File: config.mk
export PLATFORM = sky130hd
export DESIGN_NAME = seq_mac
export DESIGN_NICKNAME = d
export VERILOG_FILES = /design/src/rtl/seq_mac_pkg.sv /design/src/rtl/seq_mac_ctrl.sv /design/src/rtl/seq_mac_pp_sel.sv /design/src/rtl/seq_mac_addshift.sv /design/src/rtl/seq_mac.sv
export SDC_FILE = /design/constraint.sdc
export NUM_CORES = 1
export LEC_CHECK = 0
export BUFFER_PORTS_ARGS = -buffer_cell sky130_fd_sc_hd__buf_2
export CORE_UTILIZATION = 52
export DETAILED_ROUTE_END_ITERATION = 16
export PLACE_DENSITY = 0.86
export SLEW_MARGIN = 20
export SYNTH_ARGS = -nofsm -noshare
export SYNTH_HDL_FRONTEND = slang
export SYNTH_SLANG_ARGS = --single-unit
File: constraint.sdc
create_clock -name clk -period 3.75 [get_ports clk]
set_input_delay 0.1875 -clock clk [delete_from_list [all_inputs] [get_ports clk]]
set_output_delay 0.1875 -clock clk [all_outputs]
set_load 0.02 [all_outputs]
File: src/rtl/seq_mac_pkg.sv
package seq_mac_pkg;

  // Extension bit for a value entering the (WIDTH+1)-bit adder.
  function automatic logic ext_bit(input logic is_signed, input logic msb);
    return is_signed & msb;
  endfunction

endpackage

File: src/rtl/seq_mac_ctrl.sv
module seq_mac_ctrl #(
  parameter int WIDTH = 8
) (
  input  logic clk,
  input  logic rst,
  input  logic start,
  output logic load,
  output logic step,
  output logic last,
  output logic busy,
  output logic done
);
  localparam int CNT_W = (WIDTH > 1) ? $clog2(WIDTH) : 1;
  localparam logic [CNT_W-1:0] CNT_LAST = CNT_W'(WIDTH - 1);

  logic [CNT_W-1:0] iter_q;

  assign load = start & ~busy;
  assign step = busy;
  assign last = busy & (iter_q == CNT_LAST);

  always_ff @(posedge clk) begin
    if (rst) begin
      busy   <= 1'b0;
      done   <= 1'b0;
      iter_q <= '0;
    end else if (load) begin
      busy   <= 1'b1;
      done   <= 1'b0;
      iter_q <= '0;
    end else if (busy) begin
      if (last) begin
        busy <= 1'b0;
        done <= 1'b1;
      end else begin
        iter_q <= iter_q + 1'b1;
      end
    end
  end

  AST_BUSY_DONE_EXCL: assert property (@(posedge clk) disable iff (rst) !(busy && done));
  AST_LAST_ENDS: assert property (@(posedge clk) disable iff (rst) last |=> (!busy && done));
  AST_ITER_RANGE: assert property (@(posedge clk) disable iff (rst) busy |-> (iter_q <= CNT_LAST));
  AST_START_ACCEPT: assert property (@(posedge clk) disable iff (rst) (start && !busy) |=> (busy && !done));

endmodule

File: src/rtl/seq_mac_pp_sel.sv
module seq_mac_pp_sel #(
  parameter int WIDTH = 8
) (
  input  logic [WIDTH-1:0] mcand,
  input  logic             mbit,
  input  logic             negate,
  output logic [WIDTH-1:0] pp,
  output logic             cin
);
  // Per-bit gate: multiplier bit selects multiplicand, negate inverts it.
  for (genvar i = 0; i < WIDTH; i++) begin : g_bit
    assign pp[i] = mbit & (mcand[i] ^ negate);
  end
  assign cin = mbit & negate;
endmodule

File: src/rtl/seq_mac_addshift.sv
module seq_mac_addshift #(
  parameter int WIDTH = 8
) (
  input  logic             is_signed,
  input  logic [WIDTH-1:0] hi,
  input  logic [WIDTH-1:0] pp,
  input  logic             cin,
  output logic [WIDTH-1:0] hi_next,
  output logic             lsb_out
);
  import seq_mac_pkg::*;

  logic [WIDTH:0] sum;

  always_comb begin
    sum = {ext_bit(is_signed, hi[WIDTH-1]), hi}
        + {ext_bit(is_signed, pp[WIDTH-1]), pp}
        + {{WIDTH{1'b0}}, cin};
    hi_next = sum[WIDTH:1];
    lsb_out = sum[0];
  end
endmodule

File: src/rtl/seq_mac.sv
module seq_mac #(
  parameter int WIDTH = 8
) (
  input  logic               clk,
  input  logic               rst,
  input  logic               start,
  input  logic               signed_mode,
  input  logic [WIDTH-1:0]   mcand,
  input  logic [WIDTH-1:0]   mplier,
  input  logic [WIDTH-1:0]   addend,
  output logic               busy,
  output logic               done,
  output logic [2*WIDTH-1:0] result
);
  localparam int RES_W = 2 * WIDTH;

  logic             load, step, last;
  logic [WIDTH-1:0] mcand_q, acc_hi, acc_lo, pp, hi_next;
  logic             sgn_q, cin, lsb_out;

  seq_mac_ctrl #(.WIDTH(WIDTH)) u_ctrl (
    .clk(clk), .rst(rst), .start(start),
    .load(load), .step(step), .last(last), .busy(busy), .done(done)
  );

  seq_mac_pp_sel #(.WIDTH(WIDTH)) u_pp (
    .mcand(mcand_q), .mbit(acc_lo[0]), .negate(sgn_q & last),
    .pp(pp), .cin(cin)
  );

  seq_mac_addshift #(.WIDTH(WIDTH)) u_add (
    .is_signed(sgn_q), .hi(acc_hi), .pp(pp), .cin(cin),
    .hi_next(hi_next), .lsb_out(lsb_out)
  );

  always_ff @(posedge clk) begin
    if (rst) begin
      mcand_q <= '0;
      sgn_q   <= 1'b0;
      acc_hi  <= '0;
      acc_lo  <= '0;
    end else if (load) begin
      mcand_q <= mcand;
      sgn_q   <= signed_mode;
      acc_hi  <= addend;
      acc_lo  <= mplier;
    end else if (step) begin
      acc_hi  <= hi_next;
      acc_lo  <= {lsb_out, acc_lo[WIDTH-1:1]};
    end
  end

  assign result = RES_W'({acc_hi, acc_lo});

  AST_RESULT_HOLD: assert property (@(posedge clk) disable iff (rst) (done && !start) |=> (done && $stable(result)));
  AST_IGNORE_START: assert property (@(posedge clk) disable iff (rst) (busy && start) |=> ($stable(mcand_q) && $stable(sgn_q)));

endmodule

==> results.md, run 1 <==
- Initial antenna violation count: 0
- Final Setup Violations: 0
- CP max FO: 9
- Die area: 0.00367 sq mm
- Startpoint Class: flop
- Max VDD drop: 0.204 mV
- FP Rows: 20
- Clk sink count: 30
- Multi-input gate area: 0.00109 sq mm
- RePlAce Congestion: 0.815
- Wire length per cell: 11.8 um
- Crit path required time: 3.97 ns
- Tmin final: 3.06 ns
- Final Skew: 0.0127 ns
- Pins Over Slew Limit: 0
- Maximum level of the CTS H-tree: 2
- Main area contributors after synthesis: dfxtp_1, mux2i_1, nor2_1, ha_1, nand2_1
- GR Util met2: 34.9%
- CTS Buf Count: 5
- Critical Path Sink Type: flop
- Leak pwr: 0.957 nW
- Dominant synthesized flop cell: dfxtp_1
- GRT Total Usage: 22.4%
- Sequential-to-total area share from yosys stat: 33.7%
- Maximum buffer depth of the clock tree: 2
- Synth top area share: 33.7%
- Post-synth EDFFs: 0
- Critical R2R Launch: u_ctrl.iter_q[0]
- Post-Synthesis Cell Area: 0.00178 sq mm
- Post-route DRC: 0
- Vias in the first global route: 1390
- Met3 usage: 5.54%
- IO Port Bufs: 45
- Worst-margin pin slew: 0.580 ns
- Arrival @ worst endpoint: 3.28 ns
- Setup CP Type: flop to flop
- Layout Nets: 295
- FMAX: 326 MHz
- Synth async-reset ratio: 0%
- Root Buffer: clkbuf_4
- DR vias: 1555
- Boundary Pins: 46
- Synth unique cells: 41
- Hold_sp: mcand[1]
- Share of layout cells above drive strength 1: 24.1%
- Die Y: 60.6 um
- Total power: 0.000712 W
- Gr busiest metal: met2
- First-pass GRT wire length: 6.01 mm
- Starting Density: 56.6%
- Cells after Synth: 213
- Setup_tns: 0 ns
- Final Hold Fails: 0
- Dpl hpwl: 2.60 mm
- Critical path launch point: u_ctrl.iter_q[0]
- Chip width: 60.6 um
- Setup Buffers After CTS: 0
- ANT cells: 0
- Resize count post-CTS: 0
- Largest net degree at the start of global routing: 34
- RSZ-0062 raised after global routing: no
- Status: finished, final reports clean
- Register area: 601 sq um
- 1st-pass router iterations: 4
- Synthesized Nets: 252
- Cell Pwr Density: 345 mW/mm^2
- Total gr overflow: 0
- Yosys reg bits: 30
- Clock transition at the registers of the reported paths: 0.10 ns
- Largest area contributor in the netlist: dfxtp_1
- Core ar.: 0.00315 sq mm
- Grt met1 use: 29.2%
- TritonCTS clock tree: yes
- Maxcap violations: 0
- Layout area overhead: 15.8%
- Worst Hold Class: primary input to flop
- Drt total wl: 3.55 mm
- Detail Route Antenna Nets: 0
- Mean Syn Cell Area: 8.38 sq um
- Initial DRC count: 70
- Final worst-path cycle share: 81.7%
- Latest clock arrival within the worst-skew pair: 0.34 ns
- Min Hold Slack: 0.0777 ns
- Synth warn: 0
- Hold_buf cts: 0
- Vias per inst: 5.17
- Slew margin rel.: 61.4%
- # fillers: 301
[layout make-up]
class,count,area share [%]
well taps,44,2.66
clock buffers,7,2.66
repair buffers,46,11.3
multi-input cells,166,52.8
clock inverters,1,0.242
inverters,7,1.27
flip-flops and latches,30,29.1
[cells in the mapped netlist, types with 3 or more instances]
library cell  instances
clkbuf_1              3
nor3_1                3
mux2_2                3
ha_1                  9
nand2b_1              3
xor2_1               10
o21a_1                3
nand3_1               3
mux2i_1              13
a21oi_1              22
nor2_1               33
dfxtp_1              30
inv_1                 6
nand2_1              30
a211oi_1              8
nor2b_1               3
[layer usage]
layer,routed length [um],vias to the layer above
li1,-,818
met1,1690,690
met2,1610,41
met3,178,6
met4,64,0
met5,0,-
[registers in the layout (all words and copies together) (netlist names)]
name           cells
u_ctrl.iter_q      3
u_ctrl.done        1
mcand_q            8
acc_hi             8
u_ctrl.busy        1
sgn_q              1
acc_lo             8
[layout by cell type, fill, tap and decap left out, types with 2 or more instances in the layout]
cell and count:
nand3_1 3, ha_1 9, xor2_1 10, dfxtp_1 30
a21oi_1 22, a22oi_1 2, o21a_1 3, nor3_1 3
clkbuf_4 5, a211oi_1 8, nor2_1 33, o211ai_1 2
mux2i_1 13, nor2b_1 3, fa_1 2, inv_1 6
nand2b_1 3, mux2_2 3, buf_2 45, nand2_1 30
and2b_2 2
[power breakdown]
group          leakage (nW)  internal [W]  total [W]  switching, W
clock                0.0353     0.0000907   0.000204      0.000113
combinational         0.675     0.0000628   0.000151     0.0000879
sequential            0.247      0.000340   0.000358     0.0000176
total                 0.957      0.000494   0.000712      0.000219
[final timing paths]
kind              depth (start not counted)     endpoint  slack, ns
hold / removal                            3   mcand_q[1]       0.08
setup reg to reg                         13    acc_hi[7]       0.69
setup / recovery                         13    acc_hi[7]       0.69
hold reg to reg                           2  u_ctrl.done       0.47
[worst max-delay path: stages, from the launching register on]
cell,delay [ns]
dfxtp_1,0.36
ha_1,0.16
ha_1,0.19
nand3_2,0.24
xor2_1,0.21
nor2_1,0.14
fa_1,0.22
inv_1,0.06
fa_1,0.38
nand2b_1,0.17
a21oi_1,0.28
o41ai_4,0.12
a211oi_1,0.33
nor4b_2,0.08
[per-stage QoR]
step	area [sq um]	std cells	utilization, %	worst slack [ns]
floorplan	1780	213	-	0.931
global placement	2010	293	63.7	0.808
detailed placement	2010	293	63.7	0.681
CTS	2070	301	65.6	0.674
global route	2070	301	65.6	0.427
finish	2070	301	65.6	0.686
[cells by family after synthesis]
kind of cell	Yosys count	synth area share [%]
xor gates and xnor gates	11	5.40
DFF	30	33.7
buffers and inverters	17	5.12
and+or+nand+nor	84	21.4
AOI/OAI and AO/OA	44	16.7
adders and majority gates	11	8.56
muxes	16	9.19
Power figures use the tool's default switching activity.
==> run 2, diff against run 1 <==
- ABC_AREA: unset -> 1
- CORE_UTILIZATION: 52 -> 47
- PLACE_DENSITY: 0.86 -> 0.82
- clock period: 3.75 -> 2.8 ns (I/O delays scaled with it)
==> results.md, run 2 <==
- Status: finished, final reports clean
- Worst path max stage delay: 0.42 ns (+0.04 ns)
- Maximum buffer depth of the clock tree: 2 (unchanged)
- RSZ-0062 raised after global routing: no
- Root Buffer: clkbuf_8
- Main area contributors after synthesis: dfxtp_1, nand2_1, inv_1, a21oi_1, ha_1
- Internal: 0.000697 W (+41%)
- Slew margin rel.: 58.3% (-3.1 points)
- Critical Path Sink Type: flop
- Wire length per cell: 11.9 um (+1.0%)
- Yosys reg bits: 30 (unchanged)
- Largest area contributor in the netlist: dfxtp_1
- IO Port Bufs: 45 (unchanged)
- Chip width: 63.1 um (+4.1%)
- Drt total wl: 4.10 mm (+16%)
- Setup Buffers After CTS: 0 (unchanged)
- Total gr overflow: 0 (unchanged)
- Post-Layout Cell Count: 345 (+15%)
- Worst path cell trace: ha_1 -> ha_2 -> nand3_4 -> buf_4 -> nand2_1 -> nand2_1 -> nor2_2 -> inv_1 -> fa_1 -> nand3b_1 -> nand2_2 -> a21oi_1 -> xor2_1 -> nand2_1 -> a31oi_1
- Multi-input gate area: 955 sq um (-13%)
- Worst Hold Class: primary input to flop
- Setup_tns: 0 ns (unchanged)
- Post-layout util: 60.7% (-4.8 points)
- Boundary Pins: 46 (unchanged)
- Slowest CP cell: fa_1
- Clk sink count: 30 (unchanged)
- Dominant synthesized flop cell: dfxtp_1
- Min-Delay Path Depth: 3 (unchanged)
- Synth top area share: 34.3% (+0.60 points)
- Crit path required time: 2.97 ns (-1.00 ns)
- Vias per inst: 5.09 (-1.5%)
- Layout area overhead: 19.3%
- Detail Route Antenna Nets: 0 (unchanged)
- Die Y: 63.1 um (+4.1%)
- Layout Nets: 338 (+15%)
- Dpl hpwl: 3.06 mm (+18%)
- Latest clock arrival within the worst-skew pair: 0.28 ns (-0.06 ns)
- Die area: 0.00398 sq mm (+8.4%)
- Most used cell, CP: nand2_1
- CTS Buf Count: 5 (unchanged)
- Final worst-path cycle share: 92.2% (+11 points)
- Post-Synthesis Cell Area: 0.00175 sq mm (-1.8%)
- Seq pwr share: 48.2% (-2.0 points)
- Share of layout cells above drive strength 1: 21.4% (-2.7 points)
- Clk pwr share: 32.6% (+4.0 points)
- Core ar.: 0.00344 sq mm (+9.2%)
- RePlAce Congestion: 0.949 (+17%)
- Initial antenna violation count: 0 (unchanged)
- DR vias: 1756 (+13%)
- Maxcap violations: 0 (unchanged)
- Mean Syn Cell Area: 6.87 sq um (-18%)
- Worst-margin pin slew: 0.625 ns (+0.0451 ns)
- Most frequent cells in the layout: nand2_1, buf_2, inv_1, dfxtp_1, a21oi_1
- Min Hold Slack: 0.0993 ns (+0.0216 ns)
- Top cells by count, synth: nand2_1, inv_1, dfxtp_1, a21oi_1, o21ai_0
- Cells after Synth: 255 (+20%)
- Synth warn: 0 (unchanged)
- Max VDD drop: 0.260 mV (+27%)
- Placed cells: 338 (+15%)
- Worst R2R Path Depth: 15 (+2)
- Final Setup Violations: 0 (unchanged)
- GRT Total Usage: 22.7% (+0.27 points)
- Design Area, Final: 0.00209 sq mm (+1.2%)
- Post-synth EDFFs: 0 (unchanged)
- Arrival @ worst endpoint: 2.75 ns (-0.53 ns)
- Largest registers: acc_hi: 8 flops, acc_lo: 8 flops, mcand_q: 8 flops
- Post-route DRC: 0 (unchanged)
- Leak pwr: 1.09 nW (+14%)
- Initial DRC count: 62 (-11%)
- Setup CP Type: flop to flop
- FMAX: 387 MHz (+19%)
- Synth unique cells: 31 (-24%)
- Clock transition at the registers of the reported paths: 0.06 ns (-0.04 ns)
- # fillers: 350 (+16%)
- Net Sw Frac: 29.7% (-0.94 points)
- First-pass GRT wire length: 7.06 mm (+17%)
- Count leader, synth: nand2_1
- Commonest non-fill, non-tap cell in the layout: nand2_1
- FP Rows: 21 (+5.0%)
- Startpoint Class: flop
- Final Skew: 0.00731 ns (-0.00534 ns)
- Starting Density: 50.9% (-5.7 points)
- Area post-placement: 0.00200 sq mm (-0.19%)
- Pins Over Slew Limit: 0 (unchanged)
- Synth async-reset ratio: 0% (unchanged)
- Maximum level of the CTS H-tree: 2 (unchanged)
- 1st-pass router iterations: 4 (unchanged)
- Cell Pwr Density: 475 mW/mm^2 (+38%)
- Register area: 601 sq um (unchanged)
- Synthesized Nets: 294 (+17%)
- Logic pwr share: 19.2% (-2.0 points)
- CP max FO: 9 (unchanged)
- Vias in the first global route: 1659 (+19%)
- NetSw: 0.000295 W (+35%)
- ANT cells: 0 (unchanged)
- Final Hold Fails: 0 (unchanged)
- Sequential-to-total area share from yosys stat: 34.3% (+0.60 points)
- TritonCTS clock tree: yes
- Largest net degree at the start of global routing: 21 (-38%)
- Tmin final: 2.58 ns (-0.482 ns)
run 2: kinds of logic (layout without fill, tap and decap cells):
kind of cell	Yosys count	after routing	synth area share [%]
buf+inv	52	96	11.9
flops	30	30	34.3
xor+xnor	3	3	1.50
fa+ha+maj	11	11	8.71
simple gates	100	100	24.6
compound gates	59	59	19.0
run 2: path summary, 6_finish.rpt:
check,startpoint,endpoint,slack (ns)
setup / recovery,u_ctrl.iter_q[0],acc_hi[5],0.22
hold / removal,signed_mode,sgn_q,0.1
setup reg to reg,u_ctrl.iter_q[0],acc_hi[5],0.22
hold reg to reg,u_ctrl.iter_q[2],u_ctrl.iter_q[2],0.47
run 2: routing by layer:
metal  up-vias  GRT usage (%)  share of wire [%]
li1        910              -                  -
met1       777           26.3                 44
met2        54           36.2                 46
met3        15           7.61                6.4
met4         0           13.1                3.4
met5         -              0                  0
run 2: timing repair:
item,CTS,global route
endpoints found under the setup margin,0,3
gates resized for setup,0,5
hold buffers,0,0
run 2: critical path, delay by kind of cell (launching register included):
kind / cells / cell delay [ns]
XOR/XNOR: 1 / 0.14
buffers and inverters: 2 / 0.26
flip-flops: 1 / 0.36
AND/OR/NAND/NOR: 7 / 0.75
adder cells (fa/ha/maj): 3 / 0.82
AO/OA/AOI/OAI: 2 / 0.14
run 2: area by class of cell:
| class | count | area share [%] |
|---|---|---|
| repair buffers | 48 | 11.8 |
| flip-flops and latches | 30 | 28.7 |
| well taps | 46 | 2.75 |
| clock buffers | 7 | 3.65 |
| multi-input cells | 173 | 45.7 |
| inverters | 41 | 7.36 |
run 2: per-stage QoR:
step	worst slack [ns]	power, W
3_5_place_dp	0.118	0.000678
2_1_floorplan	0.186	0.000615
4_1_cts	0.114	0.000999
3_3_place_gp	0.248	0.000672
6_report	0.218	0.000992
5_1_grt	0.0249	0.00105
run 2: power groups by stage:
| stage | combinational (W) | sequential [W] | clock [W] |
|---|---|---|---|
| 5_1_grt | 0.000215 | 0.000481 | 0.000357 |
| 2_1_floorplan | 0.000115 | 0.000501 | 0 |
| 3_3_place_gp | 0.000186 | 0.000486 | 0 |
| 6_report | 0.000191 | 0.000478 | 0.000324 |
| 4_1_cts | 0.000191 | 0.000478 | 0.000330 |
| 3_5_place_dp | 0.000191 | 0.000487 | 0 |
==> run 3, diff against run 2 <==
- RECOVER_POWER: unset -> 25
==> results.md, run 3 (synthesis results as in run 2) <==
- Final worst-path cycle share: 92.2% (about the same)
- Final Skew: 0.00743 ns (+0.000114 ns)
- Vias in the first global route: 1659 (unchanged)
- Final Hold Fails: 0 (unchanged)
- CTS Buf Count: 5 (unchanged)
- Worst Hold Class: primary input to flop
- Maximum level of the CTS H-tree: 2 (unchanged)
- RSZ-0062 raised after global routing: no
- Reg-to-Reg End: acc_hi[5]
- FP Rows: 21 (unchanged)
- Startpoint Class: flop
- Share of layout cells above drive strength 1: 17.4% (-4.0 points)
- Clk sink count: 30 (unchanged)
- CP max FO: 9 (unchanged)
- Setup_tns: 0 ns (unchanged)
- Wire length per cell: 11.9 um (-0.24%)
- Leak pwr: 1.04 nW (-4.4%)
- Drt total wl: 4.09 mm (-0.24%)
- Largest registers: acc_hi: 8 flops, acc_lo: 8 flops, mcand_q: 8 flops
- Starting Density: 50.9% (unchanged)
- Worst path cell trace: ha_1 -> ha_2 -> nand3_4 -> buf_4 -> nand2_1 -> nand2_1 -> nor2_2 -> inv_1 -> fa_1 -> nand3b_1 -> nand2_2 -> a21oi_1 -> xor2_1 -> nand2_1 -> a31oi_1
- Initial antenna violation count: 0 (unchanged)
- TritonCTS clock tree: yes
- Placed cells: 338 (unchanged)
- Final Setup Violations: 0 (unchanged)
- IO Port Bufs: 45 (unchanged)
- Die Y: 63.1 um (unchanged)
- Slowest CP cell: fa_1
- Most frequent cells in the layout: nand2_1, inv_1, buf_2, dfxtp_1, a21oi_1
- Setup CP Type: flop to flop
- Status: finished, final reports clean
- Multi-input gate area: 955 sq um (unchanged)
- Min Hold Slack: 0.101 ns (+0.00175 ns)
- Max VDD drop: 0.261 mV (+0.38%)
- Worst R2R Path Depth: 15 (unchanged)
- Arrival @ worst endpoint: 2.75 ns (about the same)
- Post-Layout Cell Count: 345 (unchanged)
- Worst path max stage delay: 0.42 ns (about the same)
- Chip width: 63.1 um (unchanged)
- Register area: 601 sq um (unchanged)
- # fillers: 354 (+1.1%)
- Core ar.: 0.00344 sq mm (unchanged)
- Commonest non-fill, non-tap cell in the layout: nand2_1
- Total gr overflow: 0 (unchanged)
- Buf/Inv on CP: 2 (unchanged)
- Maxcap violations: 0 (unchanged)
- Crit path required time: 2.97 ns (about the same)
- DR vias: 1752 (-0.23%)
- Largest net degree at the start of global routing: 21 (unchanged)
- Tmin final: 2.58 ns (-0.000173 ns)
- Slew margin rel.: 58.9% (+0.56 points)
- Critical R2R Launch: u_ctrl.iter_q[0]
- Total power: 0.000989 W (-0.33%)
- First-pass GRT wire length: 7.06 mm (unchanged)
- R2R Setup Slk: 0.22 ns (about the same)
- Critical Path Sink Type: flop
- Endpoint, Worst Hold: sgn_q
- Post-route DRC: 0 (unchanged)
- Initial DRC count: 63 (+1.6%)
- Hold_sp: signed_mode
- Hold_buf cts: 0 (unchanged)
- Resize count post-CTS: 0 (unchanged)
- Die area: 0.00398 sq mm (unchanged)
- Cell Pwr Density: 476 mW/mm^2 (+0.39%)
- Maximum buffer depth of the clock tree: 2 (unchanged)
- RePlAce Congestion: 0.949 (unchanged)
- Min-Delay Path Depth: 3 (unchanged)
- Most used cell, CP: nand2_1
- Vias per inst: 5.08 (-0.23%)
- Detail Route Antenna Nets: 0 (unchanged)
- Pins Over Slew Limit: 0 (unchanged)
- Clock transition at the registers of the reported paths: 0.06 ns (about the same)
- Boundary Pins: 46 (unchanged)
- ANT cells: 0 (unchanged)
- FMAX: 387 MHz (about the same)
- 1st-pass router iterations: 4 (unchanged)
- Latest clock arrival within the worst-skew pair: 0.28 ns (about the same)
- Layout area overhead: 18.4%
- Layout Nets: 338 (unchanged)
- Setup Buffers After CTS: 0 (unchanged)
- GRT Total Usage: 22.7% (unchanged)
- Worst-margin pin slew: 0.616 ns (-0.00844 ns)
- Root Buffer: clkbuf_8
- Largest delay contributor family on the critical path: adder cells
- Dpl hpwl: 3.06 mm (unchanged)
## run 3: cell count changes in the layout (fill, tap and decap cells not counted)
cell / before / now
clkbuf_1: 2 / 14
buf_2: 45 / 33
## run 3: worst max path at each step
stage                     start   endpoint  slack (ns)  cells after the start
6_report       u_ctrl.iter_q[0]  acc_hi[5]        0.22                     15
3_5_place_dp   u_ctrl.iter_q[0]  acc_hi[7]        0.12                     16
5_1_grt        u_ctrl.iter_q[0]  acc_hi[7]        0.02                     16
3_3_place_gp   u_ctrl.iter_q[0]  acc_hi[7]        0.25                     16
4_1_cts        u_ctrl.iter_q[0]  acc_hi[7]        0.11                     16
2_1_floorplan  u_ctrl.iter_q[0]  acc_hi[7]        0.19                     16
## run 3: power breakdown
| group | internal (W) | leakage (nW) | switching, W | total (W) |
|---|---|---|---|---|
| registers | 0.000456 | 0.247 | 0.0000222 | 0.000478 |
| logic | 0.0000675 | 0.759 | 0.000120 | 0.000188 |
| clock network | 0.000171 | 0.0383 | 0.000152 | 0.000323 |
## run 3: layout make-up
type                            instances  share of cell area, %
Tap cell                               46                   2.77
Multi-Input combinational cell        173                   46.0
Sequential cell                        30                   28.9
Clock buffer                            7                   3.68
Inverter                               41                   7.41
Timing Repair Buffer                   48                   11.2
## run 3: metal layers
layer | share of wire (%) | GRT usage (%) | vias up | routed length [um]
met5 | 0 | 0 | - | 0
met4 | 3.4 | 13.1 | 0 | 138
met3 | 6.9 | 7.61 | 15 | 281
met2 | 46 | 36.2 | 59 | 1900
met1 | 43 | 26.3 | 768 | 1780
li1 | - | - | 910 | -
## run 3: tightest hold or removal path, cell delays in order
cell and delay (ns):
buf_2 0.08, nor2_1 0.04, nor2_1 0.08
## run 3: stage by stage
step / utilization, % / instance area [sq um] / setup WS [ns]
floorplan: - / 1750 / 0.186
global placement: 58.2 / 2000 / 0.248
detailed placement: 58.2 / 2000 / 0.118
CTS: 60.4 / 2080 / 0.114
global route: 60.3 / 2080 / 0.0249
finish: 60.3 / 2080 / 0.218
